===== src/rtl/uart_irq_pkg.sv =====
package uart_irq_pkg;

    localparam int NUM_SRC  = 5;
    localparam int ADDR_W   = 3;
    localparam int DATA_W   = 8;
    localparam int ENABLE_W = 4;
    localparam int CODE_W   = 4;

    // source index doubles as priority rank (0 highest)
    localparam int SRC_LINE    = 0;
    localparam int SRC_RXDATA  = 1;
    localparam int SRC_TIMEOUT = 2;
    localparam int SRC_TXEMPTY = 3;
    localparam int SRC_MODEM   = 4;

    localparam logic [CODE_W-1:0] CODE_NONE    = 4'h1;
    localparam logic [CODE_W-1:0] CODE_MODEM   = 4'h0;
    localparam logic [CODE_W-1:0] CODE_TXEMPTY = 4'h2;
    localparam logic [CODE_W-1:0] CODE_RXDATA  = 4'h4;
    localparam logic [CODE_W-1:0] CODE_LINE    = 4'h6;
    localparam logic [CODE_W-1:0] CODE_TIMEOUT = 4'hC;

    localparam logic [ADDR_W-1:0] ADDR_DATA   = 3'd0;
    localparam logic [ADDR_W-1:0] ADDR_ENABLE = 3'd1;
    localparam logic [ADDR_W-1:0] ADDR_IDENT  = 3'd2;
    localparam logic [ADDR_W-1:0] ADDR_LINE   = 3'd5;
    localparam logic [ADDR_W-1:0] ADDR_MODEM  = 3'd6;

    localparam int EN_RX    = 0;
    localparam int EN_TX    = 1;
    localparam int EN_LINE  = 2;
    localparam int EN_MODEM = 3;

    typedef struct packed {
        logic rd_data;
        logic wr_data;
        logic wr_enable;
        logic rd_enable;
        logic rd_ident;
        logic rd_line;
        logic rd_modem;
    } bus_evt_t;

    function automatic logic [CODE_W-1:0] code_of(input int idx);
        case (idx)
            SRC_LINE:    return CODE_LINE;
            SRC_RXDATA:  return CODE_RXDATA;
            SRC_TIMEOUT: return CODE_TIMEOUT;
            SRC_TXEMPTY: return CODE_TXEMPTY;
            default:     return CODE_MODEM;
        endcase
    endfunction

    function automatic logic [NUM_SRC-1:0] expand_enable(input logic [ENABLE_W-1:0] en);
        logic [NUM_SRC-1:0] m;
        m[SRC_LINE]    = en[EN_LINE];
        m[SRC_RXDATA]  = en[EN_RX];
        m[SRC_TIMEOUT] = en[EN_RX];
        m[SRC_TXEMPTY] = en[EN_TX];
        m[SRC_MODEM]   = en[EN_MODEM];
        return m;
    endfunction

endpackage


===== src/rtl/uart_irq_pending.sv =====
module uart_irq_pending
    import uart_irq_pkg::*;
#(
    parameter int N = NUM_SRC
) (
    input  logic         clk,
    input  logic         rst,
    input  logic [N-1:0] set_i,
    input  logic [N-1:0] clr_i,
    output logic [N-1:0] pend_d,
    output logic [N-1:0] pend_q
);

    for (genvar i = 0; i < N; i++) begin : g_bit
        always_comb begin
            if (set_i[i])      pend_d[i] = 1'b1;
            else if (clr_i[i]) pend_d[i] = 1'b0;
            else               pend_d[i] = pend_q[i];
        end

        always_ff @(posedge clk) begin
            if (rst) pend_q[i] <= 1'b0;
            else     pend_q[i] <= pend_d[i];
        end
    end

endmodule


===== src/rtl/uart_irq_arbiter.sv =====
module uart_irq_arbiter
    import uart_irq_pkg::*;
(
    input  logic [NUM_SRC-1:0] pend_i,
    input  logic [NUM_SRC-1:0] mask_i,
    output logic [CODE_W-1:0]  code_o
);

    logic [NUM_SRC-1:0] live;
    assign live = pend_i & mask_i;

    always_comb begin
        code_o = CODE_NONE;
        for (int i = NUM_SRC - 1; i >= 0; i--) begin
            if (live[i]) code_o = code_of(i);
        end
    end

endmodule


===== src/rtl/uart_irq_regs.sv =====
module uart_irq_regs
    import uart_irq_pkg::*;
(
    input  logic                clk,
    input  logic                rst,
    input  logic                bus_rd,
    input  logic                bus_wr,
    input  logic [ADDR_W-1:0]   bus_addr,
    input  logic [DATA_W-1:0]   bus_wdata,
    input  logic [CODE_W-1:0]   code_q,
    output logic [ENABLE_W-1:0] ier_d,
    output logic [ENABLE_W-1:0] ier_q,
    output logic [NUM_SRC-1:0]  clr_o,
    output logic [DATA_W-1:0]   rdata_o
);

    bus_evt_t ev;
    logic     unused_wdata;

    assign unused_wdata = ^bus_wdata[DATA_W-1:ENABLE_W];

    always_comb begin
        ev.rd_data   = bus_rd && (bus_addr == ADDR_DATA);
        ev.wr_data   = bus_wr && (bus_addr == ADDR_DATA);
        ev.wr_enable = bus_wr && (bus_addr == ADDR_ENABLE);
        ev.rd_enable = bus_rd && (bus_addr == ADDR_ENABLE);
        ev.rd_ident  = bus_rd && (bus_addr == ADDR_IDENT);
        ev.rd_line   = bus_rd && (bus_addr == ADDR_LINE);
        ev.rd_modem  = bus_rd && (bus_addr == ADDR_MODEM);
    end

    always_comb begin
        clr_o              = '0;
        clr_o[SRC_LINE]    = ev.rd_line;
        clr_o[SRC_RXDATA]  = ev.rd_data;
        clr_o[SRC_TIMEOUT] = ev.rd_data;
        clr_o[SRC_TXEMPTY] = ev.wr_data || (ev.rd_ident && (code_q == CODE_TXEMPTY));
        clr_o[SRC_MODEM]   = ev.rd_modem;
    end

    assign ier_d = ev.wr_enable ? bus_wdata[ENABLE_W-1:0] : ier_q;

    always_ff @(posedge clk) begin
        if (rst) ier_q <= '0;
        else     ier_q <= ier_d;
    end

    always_comb begin
        rdata_o = '0;
        if (ev.rd_ident)
            rdata_o = {2'b11, {(DATA_W-2-CODE_W){1'b0}}, code_q};
        else if (ev.rd_enable)
            rdata_o = {{(DATA_W-ENABLE_W){1'b0}}, ier_q};
    end

endmodule


===== src/rtl/uart_irq_prio.sv =====
module uart_irq_prio
    import uart_irq_pkg::*;
(
    input  logic                clk,
    input  logic                rst,
    input  logic [NUM_SRC-1:0]  ev_set,
    input  logic                bus_rd,
    input  logic                bus_wr,
    input  logic [ADDR_W-1:0]   bus_addr,
    input  logic [DATA_W-1:0]   bus_wdata,
    output logic [DATA_W-1:0]   bus_rdata,
    output logic                irq,
    output logic [CODE_W-1:0]   ident
);

    logic [NUM_SRC-1:0]  pend_d, pend_q, clr;
    logic [ENABLE_W-1:0] ier_d, ier_q;
    logic [CODE_W-1:0]   code_d, code_q;

    uart_irq_regs u_regs (
        .clk       (clk),
        .rst       (rst),
        .bus_rd    (bus_rd),
        .bus_wr    (bus_wr),
        .bus_addr  (bus_addr),
        .bus_wdata (bus_wdata),
        .code_q    (code_q),
        .ier_d     (ier_d),
        .ier_q     (ier_q),
        .clr_o     (clr),
        .rdata_o   (bus_rdata)
    );

    uart_irq_pending #(.N(NUM_SRC)) u_pend (
        .clk    (clk),
        .rst    (rst),
        .set_i  (ev_set),
        .clr_i  (clr),
        .pend_d (pend_d),
        .pend_q (pend_q)
    );

    uart_irq_arbiter u_arb (
        .pend_i (pend_d),
        .mask_i (expand_enable(ier_d)),
        .code_o (code_d)
    );

    always_ff @(posedge clk) begin
        if (rst) code_q <= CODE_NONE;
        else     code_q <= code_d;
    end

    assign ident = code_q;
    assign irq   = ~code_q[0];

endmodule


===== config.mk =====
export PLATFORM = sky130hd
export DESIGN_NAME = uart_irq_prio
export DESIGN_NICKNAME = d
export VERILOG_FILES = /design/src/rtl/uart_irq_pkg.sv /design/src/rtl/uart_irq_pending.sv /design/src/rtl/uart_irq_arbiter.sv /design/src/rtl/uart_irq_regs.sv /design/src/rtl/uart_irq_prio.sv
export SDC_FILE = /design/constraint.sdc
export NUM_CORES = 1
export LEC_CHECK = 0
export ABC_CLOCK_PERIOD_IN_PS = 4500
export BUFFER_PORTS_ARGS = -buffer_cell sky130_fd_sc_hd__buf_2
export CORE_UTILIZATION = 36
export DETAILED_ROUTE_END_ITERATION = 6
export PLACE_DENSITY = 0.71
export SYNTH_ARGS = -nofsm -noshare
export SYNTH_HDL_FRONTEND = slang
export SYNTH_SLANG_ARGS = --single-unit

===== constraint.sdc =====
create_clock -name clk -period 4.5 [get_ports clk]
set_input_delay 0.9 -clock clk [delete_from_list [all_inputs] [get_ports clk]]
set_output_delay 0.9 -clock clk [all_outputs]
set_load 0.03 [all_outputs]

* After elaboration in Yosys (flattened, before gate mapping)
Cells that the tools add are included.
Cells by class: eq/ne operators 5, bitwise logic cells 2, multiplexer cells 18, reductions and logical operators 11
Operator list (count):
- 4-bit two-way mux | 3
- 1-bit two-way mux | 11
- 1-bit logical AND | 8
- 8-bit two-way mux | 1
- 3-bit equality test, second input constant | 2
- 3-bit two-way mux | 2
- 5-bit bitwise AND | 1
- 4-bit by 2-bit equality test with 1-bit output, second input constant | 1
- 3-bit by 1-bit equality test with 1-bit output, second input constant | 1
- 3-bit by 2-bit equality test with 1-bit output, second input constant | 1
- 3-bit logical NOT | 1
- 3-bit OR reduction | 1
- 2-bit two-way mux | 1
- 1-bit logical OR | 1
- 1-bit inverter | 1
Word-level totals: output and inout bits 13, word-level logic and storage cells 44, input port bits 20, register bits 13

* Longest topological paths before layout
depth after elaboration 12, mapped depth 5, depth with buffers taken out 4

* Hierarchy
A second synthesis with hierarchy kept.
Unflattened totals: cells, all modules 93, area, all modules 847.1 µm²
By module, submodules not included:
- uart_irq_regs | area each 447.9 µm², seq. area each 80.1 µm², cells each 51, times used 1
- uart_irq_pending | area each 231.5 µm², seq. area each 100.1 µm², cells each 25, times used 1
- uart_irq_prio | area each 108.9 µm², seq. area each 80.1 µm², cells each 9, times used 1
- uart_irq_arbiter | area each 58.8 µm², seq. area each 0.0 µm², cells each 8, times used 1

* Worst setup path before layout
OpenSTA, ideal clock, no wires.
path kind input-to-output, start in bus_addr[1], end out bus_rdata[7], path slack 1.853 ns, arrival time 1.747 ns, path buffers 1, stages 3, data required time 3.600 ns, cells stage by stage nor2b_1 and2_1 buf_4
On the way: word-level cells in the longest chain between the ends 3
RTL lines:
- start, declared | RTL line uart_irq_prio.sv:9 | input logic [ADDR_W-1:0] bus_addr,
- 3-bit by 2-bit equality test with 1-bit output | RTL line uart_irq_regs.sv:27 | ev.rd_ident = bus_rd && (bus_addr == ADDR_IDENT);
- 1-bit logical AND | RTL line uart_irq_regs.sv:27
- 8-bit two-way mux | RTL line uart_irq_regs.sv:50 | if (ev.rd_ident)
- end, declared | RTL line uart_irq_prio.sv:11 | output logic [DATA_W-1:0] bus_rdata,
No other way between the ends.

* Final worst setup path
start in bus_addr[1], end out bus_rdata[3]
On the way: word-level cells in the longest chain between the ends 4, elaborated cells between the ends (all ways) 6, those cells by class 2 x eq/ne; 2 x mux; 2 x reduce/logical
RTL lines:
- 3-bit by 1-bit equality test with 1-bit output | RTL line uart_irq_regs.sv:26 | ev.rd_enable = bus_rd && (bus_addr == ADDR_ENABLE);
- 1-bit logical AND | RTL line uart_irq_regs.sv:26
- 4-bit two-way mux | RTL line uart_irq_regs.sv:52 | else if (ev.rd_enable)
- 8-bit two-way mux (*) | RTL line uart_irq_regs.sv:50
Every way passes the cells marked *; elsewhere a longest branch is shown, timed or not.

==> impl_metrics.toml <==
[finish]
synthToLayoutAreaGrowth_pct = 22.9
fin_nets = 119
num-fill-cells = 186
register_area_um2 = 260
multi_input_comb_area_um2 = 353
antenna_cells = 0
drive_above_1_share_pct = 38.8
finalNonFillerCells = 123

[routing]
drt-pass1-iter-count = 7
vias = 616
drt_iter0_markers = 11
via_per_inst = 5.01
wl_um = 1430
ant_nets = 0
wl_per_cell_um = 11.6
drc_errors = 0

[sta]
finalSetupTns_ns = 0
fin_crit_ns = 2.72
worstMarginPinSlew_ns = 1.08
slew_viol_final = 0
setup_viol = 0
slew_headroom_pct = 26.9
finalCritPeriodShare_pct = 60.4
rsz0062_at_grt = "no"
worst_slack_ns = 1.78
clock_skew_ns = 0.00829
max_freq_mhz = 368
hold_viol = 0

[floorplan]
initial_core_util_pct = 38.3
die_area_mm2 = 0.00201
die_w_um = 44.8
die_y_um = 44.8
num_rows = 15
core_area_mm2 = 0.00173
ios = 33

[logic_synthesis]
synth-main-ff-cell = "dfxtp_1"
ys_seq_area_share_pct = 39.4
synthTopCellsByCount = "15 x nor2_1, 13 x dfxtp_1, 5 x a21oi_1"
synth_top_area_cell = "dfxtp_1"
yosysWarnings = 0
netlist_area_um2 = 661
synth_area_per_cell_um2 = 9.18
synth_seq_cells = 13
ys_types = 28
synthCells = 72
synth_top_area_share_pct = 39.4
yosysMostFrequentCell = "nor2_1"
synthArstFlopShare_pct = 0
synth-edff-count = 0
synth.area.top_cells = "dfxtp_1 39%, nor2_1 8.5%, mux2i_1 6.1%"

[placed_design]
dp_hpwl_um = 1140
gp_congestion = 0.733
pre_cts_ws_ns = 1.63
buffer_ports.inserted = 26
dp.cells = 119

[status]
outcome = "completed"

[critical_path]
reg2reg_slack_ns = 3.14
path_class = "in2out"
crit_family = "simple AND/OR/NAND/NOR gates"
worstPathRequired_ns = 3.60
slowest_delay_ns = 0.34
path_buf_inv = 2
critPathMostFrequentCell = "buf_2"
timing.rr.start = "u_pend.pend_q[2]"
crit_chain = "buf_2 > nor2b_1 > a22oi_1 > nor2_1 > buf_2"
worstSetupStartpointType = "input pin"
cp_slowest_cell = "nor2b_1"
regToRegEndpoint = "ident[0]"
crit_arrival_ns = 1.82
crit_path_max_fanout = 7
cp-end-kind = "output port"
rr_worst_depth = 4

[grt]
grt_max_degree = 14
antenna_found_initial = 0
grt_pass1_vias = 552
grt_usage_pct = 16.2
grt_pass1_wl_um = 2330
grt_remaining_overflow = 0

[clock_network]
root_buffer = "clkbuf_4"
clock_sinks = 13
clock_latency_ns = 0.28
cts_tree = "built"
clockBufferDepth = 2
postCtsResizedCells = 0
cts_buffers = 3
clkTransAtPathRegs_ns = 0.08
htree_num_levels = 1
cts_setup_buffers = 0
cts-hold-fix-buffers = 0

[pwr]
leakagePower_nw = 0.371
ir_worst_vdd_mv = 0.157
totalPowerFinal_uw = 234
p_per_area_mw_per_mm2 = 288

[min_path]
min_from = "u_pend.pend_q[4]"
hold_path_depth = 2
whs_endpoint = "u_pend.pend_q[4]"
hold_path_class = "reg2reg"

[run]
drv_cap = 0
==> where the power goes <==
part	internal [mW]	total, mW	switching [mW]
Combinational	0.0158	0.0403	0.0245
Clock	0.0344	0.0712	0.0368
Sequential	0.120	0.123	0.00237
==> worst max-delay path by stage <==
stage                      from      endpoint  slack [ns]  cells past startpoint
CTS                 bus_addr[1]  bus_rdata[3]        1.79                      5
global placement    bus_addr[1]      ident[0]        1.66                      5
finish              bus_addr[1]  bus_rdata[3]        1.78                      5
floorplan           bus_addr[1]  bus_rdata[7]        1.85                      3
global route        bus_addr[1]  bus_rdata[0]        1.66                      5
detailed placement  bus_addr[2]      ident[1]        1.63                      5
==> final cells by class <==
cell class	count	share of cell area, %
flip-flops and latches	13	32.0
multi-input cells	52	43.5
repair buffers	26	16.0
clock buffers	4	3.24
well taps	25	3.85
inverters	3	1.39
==> metal layers <==
| layer | vias up | wire length (um) | share of wire [%] | track usage (%) |
|---|---|---|---|---|
| met3 | 5 | 86 | 6.0 | 3.60 |
| met4 | 0 | 25 | 1.8 | 7.27 |
| met2 | 25 | 679 | 48 | 25.0 |
| met1 | 283 | 637 | 45 | 21.5 |
| met5 | - | 0 | 0 | 0 |
| li1 | 303 | - | - | - |
==> sequential cells by signal, summed over array words and instances (netlist names) <==
signal	count
u_pend.pend_q	5
ident	4
u_regs.ier_q	4
==> placed cells by master, fill, tap and decap left out, types with 2 or more instances in the layout <==
| master | n |
|---|---|
| a22oi_1 | 4 |
| dfxtp_1 | 13 |
| mux2i_1 | 4 |
| and2_1 | 2 |
| nor3_1 | 2 |
| buf_2 | 26 |
| a21oi_1 | 5 |
| nand4b_1 | 2 |
| nor2b_1 | 2 |
| conb_1 | 2 |
| clkbuf_4 | 3 |
| inv_1 | 3 |
| nor2_1 | 15 |
==> tightest hold or removal path, cell delays in order, from the launching register on <==
cell     delay, ns
dfxtp_1       0.31
a21oi_1       0.07
nor2_1        0.07
==> through the flow <==
stage	area [um2]	hold slack [ns]	utilization, %
after floorplan	664	0.443	-
after global placement	786	0.467	45.5
after detailed placement	786	0.470	45.5
after CTS	812	0.490	47.0
after global routing	812	0.501	47.0
final	812	0.491	47.0
==> logic make-up after synthesis <==
| logic type | Yosys count | synth area share, % |
|---|---|---|
| other | 1 | 0.568 |
| buffers and inverters | 8 | 7.76 |
| AOI/OAI and AO/OA | 15 | 18.9 |
| DFF | 13 | 39.4 |
| and+or+nand+nor | 31 | 27.3 |
| muxes | 4 | 6.06 |
Power figures use the tool's default switching activity.
